### src/rtl/scsi_dma_pkg.sv
package scsi_dma_pkg;
  typedef enum logic [2:0] {
    OFS_CMD  = 3'd0,
    OFS_SCNT = 3'd1,
    OFS_SADR = 3'd2,
    OFS_WCNT = 3'd3,
    OFS_WADR = 3'd4,
    OFS_STAT = 3'd5,
    OFS_SDSC = 3'd6,
    OFS_WDSC = 3'd7
  } reg_ofs_e;

  typedef enum logic [1:0] {
    OP_IDLE  = 2'd0,
    OP_BLAST = 2'd1,
    OP_ABORT = 2'd2,
    OP_START = 2'd3
  } chan_op_e;

  localparam int CMD_DIR_BIT = 7;
  localparam int STW        = 6;
  localparam int ST_PWDN    = 0;
  localparam int ST_ERR     = 1;
  localparam int ST_ABT     = 2;
  localparam int ST_DONE    = 3;
  localparam int ST_SINT    = 4;
  localparam int ST_MISM    = 5;
  localparam logic [STW-1:0] ST_CLR_MASK = 6'b001110;
endpackage

### src/rtl/dma_cmd_ctl.sv
module dma_cmd_ctl
  import scsi_dma_pkg::*;
#(
  parameter int DW = 32
) (
  input  logic          clk_i,
  input  logic          rst_ni,
  input  logic          cmd_we_i,
  input  logic [DW-1:0] cmd_wdata_i,
  output logic [DW-1:0] cmd_q_o,
  output logic          start_o,
  output logic          dma_en_o,
  output logic          cancel_o
);
  chan_op_e op;
  assign op      = chan_op_e'(cmd_wdata_i[1:0]);
  assign start_o = cmd_we_i && (op == OP_START);

  always_ff @(posedge clk_i or negedge rst_ni) begin
    if (!rst_ni) begin
      cmd_q_o  <= '0;
      dma_en_o <= 1'b0;
      cancel_o <= 1'b0;
    end else begin
      cancel_o <= cmd_we_i && (op == OP_ABORT);
      if (cmd_we_i) begin
        cmd_q_o <= cmd_wdata_i;
        unique case (op)
          OP_IDLE:  dma_en_o <= 1'b0;
          OP_START: dma_en_o <= 1'b1;
          default:  ;
        endcase
      end
    end
  end


  cancel_src_chk: assert property (@(posedge clk_i) disable iff (!rst_ni)
    cancel_o |-> $past(cmd_we_i && cmd_wdata_i[1:0] == 2'd2));


  en_on_start_chk: assert property (@(posedge clk_i) disable iff (!rst_ni)
    start_o |=> dma_en_o);


  blast_keep_chk: assert property (@(posedge clk_i) disable iff (!rst_ni)
    (cmd_we_i && cmd_wdata_i[1:0] == 2'd1) |=> $stable(dma_en_o));
endmodule

### src/rtl/dma_xfer_track.sv
module dma_xfer_track #(
  parameter int DW = 32,
  parameter int LW = 16
) (
  input  logic          clk_i,
  input  logic          rst_ni,
  input  logic          start_i,
  input  logic [DW-1:0] scnt_i,
  input  logic [DW-1:0] sadr_i,
  input  logic [DW-1:0] sdsc_i,
  input  logic          done_cmd_i,
  input  logic          dir_cmd_i,
  input  logic          xfer_valid_i,
  input  logic          xfer_to_mem_i,
  input  logic [LW-1:0] xfer_len_i,
  output logic [DW-1:0] wcnt_o,
  output logic [DW-1:0] wadr_o,
  output logic [DW-1:0] wdsc_o,
  output logic          xfer_ok_o,
  output logic [LW-1:0] xfer_len_o,
  output logic          hit_zero_o
);
  localparam logic [DW-1:0] WADR_RST = '1;
  localparam logic [DW-1:0] WDSC_RST = ~DW'(2);

  logic [DW-1:0] len_ext, clip;

  assign len_ext    = DW'(xfer_len_i);
  assign xfer_ok_o  = xfer_valid_i && (xfer_to_mem_i == dir_cmd_i);
  assign clip       = (wcnt_o < len_ext) ? wcnt_o : len_ext;
  assign xfer_len_o = xfer_ok_o ? clip[LW-1:0] : '0;
  assign hit_zero_o = !start_i && xfer_ok_o && (wcnt_o == clip);

  always_ff @(posedge clk_i or negedge rst_ni) begin
    if (!rst_ni) begin
      wcnt_o <= '0;
      wadr_o <= WADR_RST;
      wdsc_o <= WDSC_RST;
    end else if (start_i) begin
      wcnt_o <= scnt_i;
      wadr_o <= sadr_i;
      wdsc_o <= sdsc_i;
    end else begin
      if (xfer_ok_o) wadr_o <= wadr_o + clip;
      if (done_cmd_i)     wcnt_o <= '0;
      else if (xfer_ok_o) wcnt_o <= wcnt_o - clip;
    end
  end


  misdir_hold_chk: assert property (@(posedge clk_i) disable iff (!rst_ni)
    (xfer_valid_i && (xfer_to_mem_i != dir_cmd_i) && !start_i && !done_cmd_i)
      |=> ($stable(wcnt_o) && $stable(wadr_o)));


  count_step_chk: assert property (@(posedge clk_i) disable iff (!rst_ni)
    (xfer_ok_o && !start_i && !done_cmd_i)
      |=> (wcnt_o == $past(wcnt_o) - DW'($past(xfer_len_o))));


  clip_bound_chk: assert property (@(posedge clk_i) disable iff (!rst_ni)
    xfer_len_o <= xfer_len_i);


  complete_zero_chk: assert property (@(posedge clk_i) disable iff (!rst_ni)
    (done_cmd_i && !start_i) |=> (wcnt_o == '0));


  start_load_chk: assert property (@(posedge clk_i) disable iff (!rst_ni)
    start_i |=> (wcnt_o == $past(scnt_i)));
endmodule

### src/rtl/dma_status_reg.sv
module dma_status_reg
  import scsi_dma_pkg::*;
(
  input  logic           clk_i,
  input  logic           rst_ni,
  input  logic           start_i,
  input  logic           set_done_i,
  input  logic           wr_i,
  input  logic [STW-1:0] wdata_i,
  input  logic           rd_i,
  input  logic           rc_mode_i,
  output logic [STW-1:0] stat_o
);
  logic [STW-1:0] clr;

  always_comb begin
    clr = '0;
    if (wr_i && !rc_mode_i) clr = wdata_i & ST_CLR_MASK;
    if (rd_i && rc_mode_i)  clr = clr | ST_CLR_MASK;
  end

  always_ff @(posedge clk_i or negedge rst_ni) begin
    if (!rst_ni) begin
      stat_o <= '0;
    end else if (start_i) begin
      stat_o <= '0;
    end else begin
      stat_o <= (stat_o & ~clr) | (set_done_i ? STW'(1 << ST_DONE) : '0);
    end
  end


  done_set_chk: assert property (@(posedge clk_i) disable iff (!rst_ni)
    (set_done_i && !start_i) |=> stat_o[ST_DONE]);


  ro_ignore_chk: assert property (@(posedge clk_i) disable iff (!rst_ni)
    (wr_i && rc_mode_i && !rd_i && !start_i && !set_done_i) |=> $stable(stat_o));


  start_clr_chk: assert property (@(posedge clk_i) disable iff (!rst_ni)
    start_i |=> (stat_o == '0));
endmodule

### src/rtl/scsi_dma_chan.sv
module scsi_dma_chan
  import scsi_dma_pkg::*;
#(
  parameter int DW = 32,
  parameter int LW = 16
) (
  input  logic          clk_i,
  input  logic          rst_ni,
  input  logic          reg_we_i,
  input  logic          reg_re_i,
  input  logic [2:0]    reg_addr_i,
  input  logic [DW-1:0] reg_wdata_i,
  output logic [DW-1:0] reg_rdata_o,
  input  logic          rd_clear_mode_i,
  input  logic          scsi_irq_i,
  input  logic          cmd_done_i,
  input  logic          xfer_valid_i,
  input  logic          xfer_to_mem_i,
  input  logic [LW-1:0] xfer_len_i,
  output logic          xfer_ok_o,
  output logic [LW-1:0] xfer_len_o,
  output logic          dma_en_o,
  output logic          cancel_o
);
  localparam int NSTART = 3;
  localparam logic [2:0] START_OFS [NSTART] = '{OFS_SCNT, OFS_SADR, OFS_SDSC};

  logic [DW-1:0]  start_q [NSTART];
  logic [DW-1:0]  cmd_q, wcnt, wadr, wdsc;
  logic [STW-1:0] stat_q, stat_view;
  logic           start, hit_zero, stat_wr, stat_rd;

  for (genvar g = 0; g < NSTART; g++) begin : g_start
    always_ff @(posedge clk_i or negedge rst_ni) begin
      if (!rst_ni)                                  start_q[g] <= '0;
      else if (reg_we_i && reg_addr_i == START_OFS[g]) start_q[g] <= reg_wdata_i;
    end
  end

  dma_cmd_ctl #(.DW(DW)) u_cmd (
    .clk_i       (clk_i),
    .rst_ni      (rst_ni),
    .cmd_we_i    (reg_we_i && reg_addr_i == OFS_CMD),
    .cmd_wdata_i (reg_wdata_i),
    .cmd_q_o     (cmd_q),
    .start_o     (start),
    .dma_en_o    (dma_en_o),
    .cancel_o    (cancel_o)
  );

  dma_xfer_track #(.DW(DW), .LW(LW)) u_xfer (
    .clk_i         (clk_i),
    .rst_ni        (rst_ni),
    .start_i       (start),
    .scnt_i        (start_q[0]),
    .sadr_i        (start_q[1]),
    .sdsc_i        (start_q[2]),
    .done_cmd_i    (cmd_done_i),
    .dir_cmd_i     (cmd_q[CMD_DIR_BIT]),
    .xfer_valid_i  (xfer_valid_i),
    .xfer_to_mem_i (xfer_to_mem_i),
    .xfer_len_i    (xfer_len_i),
    .wcnt_o        (wcnt),
    .wadr_o        (wadr),
    .wdsc_o        (wdsc),
    .xfer_ok_o     (xfer_ok_o),
    .xfer_len_o    (xfer_len_o),
    .hit_zero_o    (hit_zero)
  );

  assign stat_wr = reg_we_i && reg_addr_i == OFS_STAT;
  assign stat_rd = reg_re_i && reg_addr_i == OFS_STAT;

  dma_status_reg u_stat (
    .clk_i      (clk_i),
    .rst_ni     (rst_ni),
    .start_i    (start),
    .set_done_i (hit_zero || cmd_done_i),
    .wr_i       (stat_wr),
    .wdata_i    (reg_wdata_i[STW-1:0]),
    .rd_i       (stat_rd),
    .rc_mode_i  (rd_clear_mode_i),
    .stat_o     (stat_q)
  );

  // interrupt is a read-time overlay only
  always_comb begin
    stat_view          = stat_q;
    stat_view[ST_SINT] = stat_q[ST_SINT] | scsi_irq_i;
  end

  always_comb begin
    unique case (reg_ofs_e'(reg_addr_i))
      OFS_CMD:  reg_rdata_o = cmd_q;
      OFS_SCNT: reg_rdata_o = start_q[0];
      OFS_SADR: reg_rdata_o = start_q[1];
      OFS_WCNT: reg_rdata_o = wcnt;
      OFS_WADR: reg_rdata_o = wadr;
      OFS_STAT: reg_rdata_o = DW'(stat_view);
      OFS_SDSC: reg_rdata_o = start_q[2];
      default:  reg_rdata_o = wdsc;
    endcase
  end


  wk_wr_ignore_chk: assert property (@(posedge clk_i) disable iff (!rst_ni)
    (reg_we_i && reg_addr_i == OFS_WDSC) |=> $stable(wdsc));


  irq_overlay_chk: assert property (@(posedge clk_i) disable iff (!rst_ni)
    (scsi_irq_i && reg_addr_i == OFS_STAT) |-> reg_rdata_o[ST_SINT]);
endmodule

### config.mk
export PLATFORM = sky130hd
export DESIGN_NAME = scsi_dma_chan
export DESIGN_NICKNAME = d
export VERILOG_FILES = /design/src/rtl/scsi_dma_pkg.sv /design/src/rtl/dma_cmd_ctl.sv /design/src/rtl/dma_xfer_track.sv /design/src/rtl/dma_status_reg.sv /design/src/rtl/scsi_dma_chan.sv
export SDC_FILE = /design/constraint.sdc
export NUM_CORES = 1
export LEC_CHECK = 0
export ABC_CLOCK_PERIOD_IN_PS = 12300
export CAP_MARGIN = 20
export CELL_PAD_IN_SITES_DETAIL_PLACEMENT = 0
export CELL_PAD_IN_SITES_GLOBAL_PLACEMENT = 1
export CORE_MARGIN = 5
export CORE_UTILIZATION = 50
export DETAILED_ROUTE_END_ITERATION = 8
export PLACE_DENSITY_LB_ADDON = 0.1
export SYNTH_ARGS = -nofsm -noshare
export SYNTH_HDL_FRONTEND = slang
export SYNTH_SLANG_ARGS = --single-unit
### constraint.sdc
create_clock -name clk_i -period 12.3 [get_ports clk_i]
set_input_delay 2.46 -clock clk_i [delete_from_list [all_inputs] [get_ports clk_i]]
set_output_delay 2.46 -clock clk_i [all_outputs]
set_load 0.02 [all_outputs]
==> qor.yml <==
run_status:
  outcome: "finished, final reports clean"
timing:
  fmax_ghz: 0.117
  finalWorstSetupSlack_ns: 3.77
  grt_setup_unrepaired: "false"
  fin_skew_ns: 0.0235
  report.final.setup_viol: 0
  max_slew.worst_pin.slew_ns: 1.16
  relSlewSlack_pct: 22.6
  hold_violations: 0
  slew_violations: 0
  timing.final.crit_share_pct: 69.4
  tns_ns: 0
  finalWorstPathRequiredPeriod_ns: 8.53
yosys:
  mappedNetlistArea_sq_mm: 0.0142
  yosys_warnings: 0
  synth-seq-cells: 229
  ys.flop_type: "dfrtp_1"
  number_of_cells_produced_by_synthesis: 1478
  yosysUniqueCellTypes: 72
  sequential_area_share_after_synthesis_pct: 40.9
  synth.area.top_cells: "dfrtp_1 (29%), dfstp_2 (12%), mux2_2 (11%)"
  count_of_flip_flops_with_a_built_in_enable_after_synthesis: 0
  synthDominantAreaCellType: "dfrtp_1"
  async_flop_share_pct: 100
  synth_top_cell_area_share_pct: 29.2
  post_syn_area_per_cell_sq_um: 9.62
global_route:
  grt_antenna_before_repair: 0
  grt_util_all_layers_pct: 27.6
  use_met3_pct: 4.64
  gr-usage-met2_pct: 45.3
  grt_start_max_net_pins: 84
  grt_pass1_vias: 11900
  grt.overflow.total: 0
  wire_length_of_the_first_global_routing_pass_mm: 68.8
  busiest_layer: "met2"
  grt_use_met1_pct: 37.8
finish:
  final_std_cells_w_o_fill: 1968
  syn_to_final_growth_pct: 17.3
  design.final.nets: 1696
  layout-drive-gt1-share_pct: 19.2
  antennaDiodeCount: 0
routing:
  route.vias.total: 12000
  vias_per_cell: 6.09
  dr.pass1.iters: 5
  routed_wirelength_mm: 43.9
  ant_nets: 0
  violation_count_after_the_first_detailed_routing_iteration: 934
  wl_per_cell_microns: 22.3
  drcViolationCount: 0
critical_path:
  critPathArrivalTime_ns: 6.07
  worst-r2r-setup-slack_ns: 5.35
  setup.worst_path.class: "in -> out"
  timing.critical_path.required_ns: 9.84
  critPathLaunchType: "primary input"
  worstPathMaxFanout: 16
  timing.critical_path.to_type: "primary output"
cts:
  cts_resized: 0
  clkSinkCount: 229
  clkTransAtPathRegs_ns: 0.06
  cts_buffers: 27
  clock_latency_ns: 0.55
  clock_tree.buffer_depth: 3
  cts_root_cell: "clkbuf_16"
  tritoncts_clock_tree: "done"
  ctsHoldBuffers: 0
  post-cts-setup-buffer-count: 0
  h-tree-depth: 1
pwr:
  power.density_cell_area_mw_per_mm2: 244
  power.ir.vdd_worst_v: 0.000128
  comb_power_share_pct: 48.7
  power.internal_uw: 2410
  fraction_of_power_consumed_by_sequential_logic_pct: 30.2
  sw_frac_of_total_pct: 40.8
  total_leakage_power_uw: 0.00725
  share_clk_of_total_power_pct: 21.1
  power.switching_uw: 1660
floorplan:
  design.core.area_sq_mm: 0.0279
  die_x_microns: 179
  die_area_sq_mm: 0.0319
  chipHeight_microns: 179
  rows: 61
  floorplan.initialDensity_pct: 50.9
  boundaryPins: 111
placement:
  dp.cells: 1917
  final_wtd_congestion: 0.887
  dp.final_hpwl_mm: 30.0
  buffer_ports.inserted: 110
  dp_worst_setup_slack_ns: 3.65
job:
  count_of_max_cap_constraint_violations: 0
hold_path:
  hp-class: "reg -> reg"
## routing by layer
metal	part of all wire, %	up-vias
met1	43	6010
li1	-	5502
met2	48	399
met4	2.9	0
met5	0	-
met3	6.5	76
## cell usage after synthesis (all sizes together) (6+ instances only)
master	count
nor2	100
a221oi	12
nand4	12
dfrtp	166
o211ai	7
mux4	10
o21bai	7
a22o	12
clkbuf	65
nor3	18
inv	45
a211oi	17
nand3b	6
nand2b	11
or3	9
nor2b	15
mux2i	49
o22ai	6
a22oi	23
o21ai	117
nand2	200
xnor2	27
ha	65
a31oi	12
buf	18
o221ai	8
xor2	19
a21o	20
nand3	15
a21oi	104
and3	9
dfstp	63
mux2	145
and2	8
## final timing paths
| path | depth (start not counted) | startpoint | to |
|---|---|---|---|
| hold / removal | 2 | u_xfer.wdsc_o[19] | u_xfer.wdsc_o[19] |
| min in group asynchronous | 1 | rst_ni | start_q[25] |
| setup reg to reg | 16 | u_xfer.wcnt_o[17] | u_xfer.wcnt_o[19] |
| max in group asynchronous | 2 | rst_ni | u_xfer.wcnt_o[11] |
| hold reg to reg | 2 | u_xfer.wdsc_o[19] | u_xfer.wdsc_o[19] |
| setup / recovery | 12 | xfer_len_i[8] | xfer_len_o[1] |
## registers in the layout, summed over array words and instances (netlist names)
signal / count
u_cmd.dma_en_o: 1
u_xfer.wcnt_o: 32
u_cmd.cmd_q_o: 32
start_q: 96
u_xfer.wadr_o: 32
u_xfer.wdsc_o: 32
u_cmd.cancel_o: 1
u_stat.stat_o: 3
## cell usage in the layout (no fill, tap or decap), types with 49 or more instances in the layout
cell type,count
nand2_1,198
dfrtp_1,166
mux2_2,145
o21ai_0,117
clkdlybuf4s50_1,106
a21oi_1,104
nor2_1,100
ha_1,65
dfstp_2,63
mux2i_1,49
## through the flow
| stage | area [sq um] | util [%] | total power (uW) | hold slack (ns) |
|---|---|---|---|---|
| after global routing | 16700 | 59.7 | 4340 | 0.465 |
| after CTS | 16600 | 59.6 | 4060 | 0.458 |
| final | 16700 | 59.7 | 4070 | 0.458 |
| after global placement | 15700 | 56.2 | 3160 | 0.447 |
| after detailed placement | 15700 | 56.2 | 3190 | 0.448 |
| after floorplan | 14300 | - | 2620 | 0.437 |
## power groups by stage
stage	Combinational (uW)	Sequential, uW	Clock [uW]
CTS	1960	1220	869
finish	1980	1230	857
global route	2190	1250	904
detailed placement	1950	1230	0
global placement	1930	1230	0
floorplan	1470	1150	0
## worst max-delay path, stage by stage
cell and delay (ns):
clkdlybuf4s50_1 0.49, inv_1 0.05, ha_1 0.30, a21o_1 0.18, a21o_1 0.16, a21o_1 0.19
nor3_1 0.12, o21ai_0 0.16, a41oi_4 0.72, mux2i_1 0.60, nor2_1 0.08, clkdlybuf4s50_1 0.55
## area by class of cell
cell class / count / area [sq um]
inverters: 46 / 173
fillers: 2471 / 11300
clock buffers: 38 / 787
flip-flops and latches: 229 / 5810
clock inverters: 12 / 169
repair buffers: 131 / 1270
well taps: 378 / 473
multi-input cells: 1134 / 7990
## kinds of logic after synthesis
logic type | synth area share (%)
adder cells (fa/ha/maj) | 6.00
XOR/XNOR | 2.84
AND/OR/NAND/NOR | 13.3
flip-flops | 40.9
AO/OA/AOI/OAI | 16.9
other | 0.0264
buffers and inverters | 3.49
multiplexers | 16.5
Power figures use the tool's default switching activity.
